## src/rtl/csw_pkg.sv

```systemverilog
package csw_pkg;
  localparam int unsigned CSW_DEF_TIMEOUT = 52429;
  localparam int unsigned CSW_DEF_SYNC    = 2;

  typedef struct packed {
    logic cs;
    logic req_hi;
    logic req_lo_n;
  } csw_async_t;

  localparam csw_async_t CSW_ASYNC_IDLE = '{cs: 1'b0, req_hi: 1'b0, req_lo_n: 1'b1};
endpackage

```

## src/rtl/csw_sync.sv

```systemverilog
module csw_sync #(
  parameter int unsigned    WIDTH   = 3,
  parameter int unsigned    STAGES  = 2,
  parameter logic [WIDTH-1:0] RST_VAL = '0
) (
  input  logic             clk_i,
  input  logic             rst_ni,
  input  logic [WIDTH-1:0] d_i,
  output logic [WIDTH-1:0] q_o
);
  logic [WIDTH-1:0] stage_q [STAGES];
  logic [WIDTH-1:0] stage_d [STAGES];

  for (genvar g = 0; g < STAGES; g++) begin : g_stage
    if (g == 0) begin : g_first
      always_comb stage_d[g] = d_i;
    end else begin : g_rest
      always_comb stage_d[g] = stage_q[g-1];
    end

    always_ff @(posedge clk_i or negedge rst_ni) begin
      if (!rst_ni) stage_q[g] <= RST_VAL;
      else         stage_q[g] <= stage_d[g];
    end
  end

  assign q_o = stage_q[STAGES-1];
endmodule

```

## src/rtl/csw_kick.sv

```systemverilog
module csw_kick #(
  parameter logic RST_VAL = 1'b0
) (
  input  logic clk_i,
  input  logic rst_ni,
  input  logic lvl_i,
  output logic kick_o
);
  logic last_q;
  logic last_d;

  always_comb last_d = lvl_i;

  always_ff @(posedge clk_i or negedge rst_ni) begin
    if (!rst_ni) last_q <= RST_VAL;
    else         last_q <= last_d;
  end

  assign kick_o = lvl_i ^ last_q;
endmodule

```

## src/rtl/csw_count.sv

```systemverilog
module csw_count #(
  parameter int unsigned TIMEOUT_CYCLES = 52429
) (
  input  logic clk_i,
  input  logic rst_ni,
  input  logic freeze_i,
  input  logic kick_i,
  output logic tmo_o
);
  localparam int unsigned CNT_W = $clog2(TIMEOUT_CYCLES);
  localparam logic [CNT_W-1:0] LAST_C = CNT_W'(TIMEOUT_CYCLES - 1);

  logic [CNT_W-1:0] cnt_q, cnt_d;
  logic             tmo_q, tmo_d;
  logic             count_en;
  logic             at_last;

  always_comb begin
    count_en = ~freeze_i & ~kick_i;
    at_last  = (cnt_q == LAST_C);
    cnt_d    = cnt_q;
    tmo_d    = 1'b0;
    if (!count_en) begin
      cnt_d = '0;
    end else if (at_last) begin
      cnt_d = '0;
      tmo_d = 1'b1;
    end else begin
      cnt_d = cnt_q + 1'b1;
    end
  end

  always_ff @(posedge clk_i or negedge rst_ni) begin
    if (!rst_ni) begin
      cnt_q <= '0;
      tmo_q <= 1'b0;
    end else begin
      cnt_q <= cnt_d;
      tmo_q <= tmo_d;
    end
  end

  assign tmo_o = tmo_q;

  AST_FREEZE_CLEARS: assert property (@(posedge clk_i) disable iff (!rst_ni)
    freeze_i |=> (cnt_q == '0));
  AST_KICK_CLEARS: assert property (@(posedge clk_i) disable iff (!rst_ni)
    kick_i |=> (cnt_q == '0));
  AST_NO_OVERFLOW: assert property (@(posedge clk_i) disable iff (!rst_ni)
    cnt_q <= LAST_C);
  AST_COUNT_STEP: assert property (@(posedge clk_i) disable iff (!rst_ni)
    (!freeze_i && !kick_i && cnt_q != LAST_C) |=> (cnt_q == CNT_W'($past(cnt_q) + 1'b1)));
  AST_PULSE_SINGLE: assert property (@(posedge clk_i) disable iff (!rst_ni)
    tmo_q |=> !tmo_q);
  AST_NO_TMO_FROZEN: assert property (@(posedge clk_i) disable iff (!rst_ni)
    freeze_i |=> !tmo_q);
endmodule

```

## src/rtl/cs_watchdog.sv

```systemverilog
module cs_watchdog
  import csw_pkg::*;
#(
  parameter int unsigned TIMEOUT_CYCLES = CSW_DEF_TIMEOUT,
  parameter int unsigned SYNC_STAGES    = CSW_DEF_SYNC
) (
  input  logic clk_i,
  input  logic rst_ni,
  input  logic cs_i,
  input  logic pwr_hold_i,
  input  logic ext_rst_req_i,
  input  logic ext_rst_req_ni,
  output logic timeout_o
);
  localparam int unsigned ASYNC_W = $bits(csw_async_t);

  csw_async_t raw_in;
  csw_async_t sync_in;
  logic       kick;
  logic       freeze;

  assign raw_in = '{cs: cs_i, req_hi: ext_rst_req_i, req_lo_n: ext_rst_req_ni};

  csw_sync #(
    .WIDTH   (ASYNC_W),
    .STAGES  (SYNC_STAGES),
    .RST_VAL (CSW_ASYNC_IDLE)
  ) u_sync (
    .clk_i  (clk_i),
    .rst_ni (rst_ni),
    .d_i    (raw_in),
    .q_o    (sync_in)
  );

  csw_kick #(
    .RST_VAL (CSW_ASYNC_IDLE.cs)
  ) u_kick (
    .clk_i  (clk_i),
    .rst_ni (rst_ni),
    .lvl_i  (sync_in.cs),
    .kick_o (kick)
  );

  assign freeze = pwr_hold_i | sync_in.req_hi | ~sync_in.req_lo_n;

  csw_count #(
    .TIMEOUT_CYCLES (TIMEOUT_CYCLES)
  ) u_count (
    .clk_i    (clk_i),
    .rst_ni   (rst_ni),
    .freeze_i (freeze),
    .kick_i   (kick),
    .tmo_o    (timeout_o)
  );
endmodule

```

## config.mk

```make
export PLATFORM = sky130hd
export DESIGN_NAME = cs_watchdog
export DESIGN_NICKNAME = d
export VERILOG_FILES = /design/src/rtl/csw_pkg.sv /design/src/rtl/csw_sync.sv /design/src/rtl/csw_kick.sv /design/src/rtl/csw_count.sv /design/src/rtl/cs_watchdog.sv
export SDC_FILE = /design/constraint.sdc
export NUM_CORES = 1
export LEC_CHECK = 0
export ABC_AREA = 1
export BUFFER_PORTS_ARGS = -buffer_cell sky130_fd_sc_hd__buf_2
export CELL_PAD_IN_SITES_DETAIL_PLACEMENT = 0
export CELL_PAD_IN_SITES_GLOBAL_PLACEMENT = 1
export CORE_ASPECT_RATIO = 0.75
export CORE_MARGIN = 10
export CORE_UTILIZATION = 35
export CTS_CLUSTER_DIAMETER = 30
export CTS_CLUSTER_SIZE = 10
export DETAILED_ROUTE_END_ITERATION = 12
export PLACE_DENSITY_LB_ADDON = 0.1
export SLEW_MARGIN = 20
export SYNTH_ARGS = -nofsm -noshare
export SYNTH_HDL_FRONTEND = slang
export SYNTH_SLANG_ARGS = --single-unit
```

## constraint.sdc

```tcl
create_clock -name clk_i -period 1.4 [get_ports clk_i]
set_input_delay 0.28 -clock clk_i [delete_from_list [all_inputs] [get_ports clk_i]]
set_output_delay 0.28 -clock clk_i [all_outputs]
set_load 0.02 [all_outputs]
```

==> impl_results.rst <==
.. list-table::
   :header-rows: 1

   * - Metric
     - Value
   * - Clock root buffer master
     - clkbuf_8
   * - Post-Route Hold Slack
     - -0.00687 ns
   * - Final hold viol count
     - 22
   * - Outcome
     - complete, but fails checks
   * - Sequential element share of the synthesized area
     - 51.4%
   * - Vias per cell
     - 4.66
   * - Aggregate global-route resource usage
     - 8.57%
   * - DR iter-0 viols
     - 47
   * - # hold bufs at CTS
     - 0
   * - Final #Nets
     - 157
   * - Initial Utilization
     - 35.9%
   * - Highest ir drop seen on vdd
     - 861 uV
   * - Period Utilization, post-route
     - 94.8%
   * - Count of yosys warnings during synthesis
     - 0
   * - Violations in the final reports
     - hold timing
   * - Port buffer count
     - 6
   * - Routed wire per std cell
     - 12.9 um
   * - Core ar.
     - 3270 um2
   * - RD Place Congestion
     - 0.805
   * - Post-synthesis average cell area
     - 8.63 um2
   * - Diode insertion count for antenna repair
     - 0
   * - DRC violation count after routing
     - 0
   * - Crit Path Class
     - register to register
   * - Critical path launch point type
     - register
   * - Number of standard-cell rows in the floorplan
     - 18
   * - Arr. time, crit path
     - 1.49 ns
   * - Detailed Route WL
     - 2420 um
   * - Register-to-Register Path Depth
     - 7
   * - Clock network fraction of total power
     - 44.6%
   * - Final instance area
     - 1380 um2
   * - Endpoint kind of the worst setup timing path
     - register
   * - Switching share of power
     - 18.5%
   * - Setup Skew
     - 0.00171 ns
   * - Top library cells by usage in the layout, fill and taps aside
     - 24 x nor2_1, 22 x dfrtp_1, 20 x nand2_1, 18 x inv_1, 13 x nand3_1
   * - Total Die Area
     - 6090 um2
   * - Syn_nets
     - 144
   * - Final Max Tran Viols
     - 0
   * - Combinational share of power
     - 2.7%
   * - DP HPWL
     - 1870 um
   * - Clock latency of the later-clocked register in the worst-skew pair
     - 0.26 ns
   * - Number of maximum-capacitance constraint violations
     - 0
   * - Leakage Power
     - 0.580 nW
   * - Crit Path Max Fanout
     - 8
   * - TritonCTS clock tree
     - done
   * - Post-layout total power
     - 0.00135 W
   * - Post-Route Utilization
     - 42.2%
   * - Vias in the first global route
     - 883
   * - Via count of the routed design
     - 876
   * - Number of synthesized register bits
     - 24
   * - Filler cell count in the final layout
     - 316
   * - Num Clock Sinks
     - 24
   * - Required time of the critical path
     - 1.56 ns
   * - Int Pwr
     - 0.00110 W
   * - Wire length of the first global-routing pass
     - 4240 um
   * - Die Span X
     - 86.9 um
   * - Maximum root-to-sink buffer count
     - 2
   * - Power density over cell area
     - 979 nW/um2
   * - Achievable Freq
     - 754 MHz
   * - Clock Pin Slew Worst Setup and Hold Paths
     - 0.08 ns
   * - Number of detailed-route iterations in the first pass
     - 4
   * - Top-level port count
     - 7
   * - Share of cells above drive strength 1
     - 23.0%
   * - Worst rel slew slack
     - 63.6%
   * - Class of the tightest hold or removal check
     - input pin to asynchronous set/reset pin
   * - Initial antenna violation count
     - 0
   * - Number of buffers inserted during clock tree synthesis
     - 3
   * - Commonest non-fill, non-tap cell in the layout
     - nor2_1
   * - Number of endpoints failing setup at the final stage
     - 0
   * - Synth Cell Area
     - 1170 um2
   * - Gr ovfl total
     - 0
   * - Pin count of the biggest net entering global routing
     - 25
   * - Height of the chip
     - 70.2 um
   * - Transition time at the pin with the least slew margin
     - 0.547 ns
   * - Antenna Nets Post-Route
     - 0
   * - Final period demand of the worst path
     - 1.33 ns
   * - Layout area overhead
     - 17.4%
   * - Share of total power in sequential cells
     - 52.7%
   * - NetSw
     - 0.000249 W
   * - Total cell area at the placement stage
     - 1250 um2
   * - Total number of H-tree levels
     - 1
   * - Number of distinct library cell variants in the gate-level netlist after synthesis
     - 22
   * - Cells after synthesis
     - 136
sequential cells by signal (all words and copies together), names as in the netlist:
name / count
u_count.cnt_q: 16
u_sync.q_o: 3
u_kick.last_q: 1
u_count.tmo_o: 1
u_sync.stage_d: 3
area by class of cell:
type,instances,area (um2),share of cell area [%]
inverters,19,71.3,5.18
multi-input cells,93,537,39.0
well taps,40,50.0,3.63
repair buffers,8,45.0,3.27
flip-flops and latches,24,603,43.8
clock inverters,1,30.0,2.18
clock buffers,3,41.3,3.00
synth_stat cells:
master	count	area (um2)
dfstp_2	2	52.6
o21bai_1	4	30.0
xnor2_1	3	26.3
o21ai_0	1	5.00
a21oi_1	1	5.00
inv_2	1	3.75
nand3_2	1	10.0
nor2_1	27	101
nand2_2	3	18.8
dfrtp_1	22	551
nand2_1	22	82.6
nand3_1	14	70.1
inv_1	18	67.6
nand2_4	1	11.3
nand4_1	3	18.8
xor2_1	3	26.3
nor2_4	2	22.5
o21ai_1	1	5.00
ha_1	2	25.0
a21oi_4	1	16.3
or2_1	1	6.26
nor2_2	3	18.8
per-layer routing:
metal / global-route usage [%] / routed length (um) / vias to the layer above
li1: - / - / 443
met1: 11.5 / 1240 / 420
met2: 12.3 / 1060 / 11
met3: 3.48 / 102 / 2
met4: 2.15 / 19 / 0
met5: 0 / 0 / -
power by group through the flow:
| stage | Clock, W | Combinational (W) | Sequential [W] |
|---|---|---|---|
| floorplan | 0 | 0.0000129 | 0.000723 |
| global placement | 0 | 0.0000359 | 0.000724 |
| detailed placement | 0 | 0.0000365 | 0.000725 |
| CTS | 0.000620 | 0.0000366 | 0.000711 |
| global route | 0.000658 | 0.0000426 | 0.000712 |
| finish | 0.000601 | 0.0000362 | 0.000711 |
stage by stage:
step	instances	worst slack, ns	setup TNS, ns
final	188	0.0732	0
after global routing	188	-0.0386	-0.223
after CTS	186	0.0352	0
after detailed placement	182	0.0521	0
after global placement	182	0.0574	0
after floorplan	136	0.210	0
worst paths after layout:
kind                       slack, ns                   startpoint                          end
max                             0.07   u_count.cnt_q[0]$_DFF_PN0_  u_count.cnt_q[14]$_DFF_PN0_
max in group asynchronous       1.04                       rst_ni      u_sync.q_o[0]$_DFF_PN1_
min reg2reg                     0.35  u_sync.stage_d[2]$_DFF_PN0_      u_sync.q_o[2]$_DFF_PN0_
min                           -0.007                       rst_ni  u_sync.stage_d[1]$_DFF_PN0_
max reg2reg                     0.07   u_count.cnt_q[0]$_DFF_PN0_  u_count.cnt_q[14]$_DFF_PN0_
min in group clk_i              0.11               ext_rst_req_ni  u_sync.stage_d[0]$_DFF_PN1_
worst max-delay path: stages (launching register included):
cell	delay, ns
dfrtp_1	0.45
inv_1	0.09
ha_2	0.17
nand3_2	0.07
nor2_2	0.15
nand2_4	0.10
nand2_4	0.13
nor2_1	0.06
what timing repair did:
action	in CTS	in global routing
buffers inserted	0	2
resized for setup	0	10
setup endpoints to repair	0	14
endpoints found under the hold margin	0	0
cell families after synthesis:
| family | Yosys count | share of synthesized area [%] |
|---|---|---|
| compound gates | 8 | 5.22 |
| xor+xnor | 6 | 4.48 |
| fa+ha+maj | 2 | 2.13 |
| buf+inv | 19 | 6.08 |
| flops | 24 | 51.4 |
| simple gates | 77 | 30.7 |
Note: power is estimated with default switching activity, not from simulation.
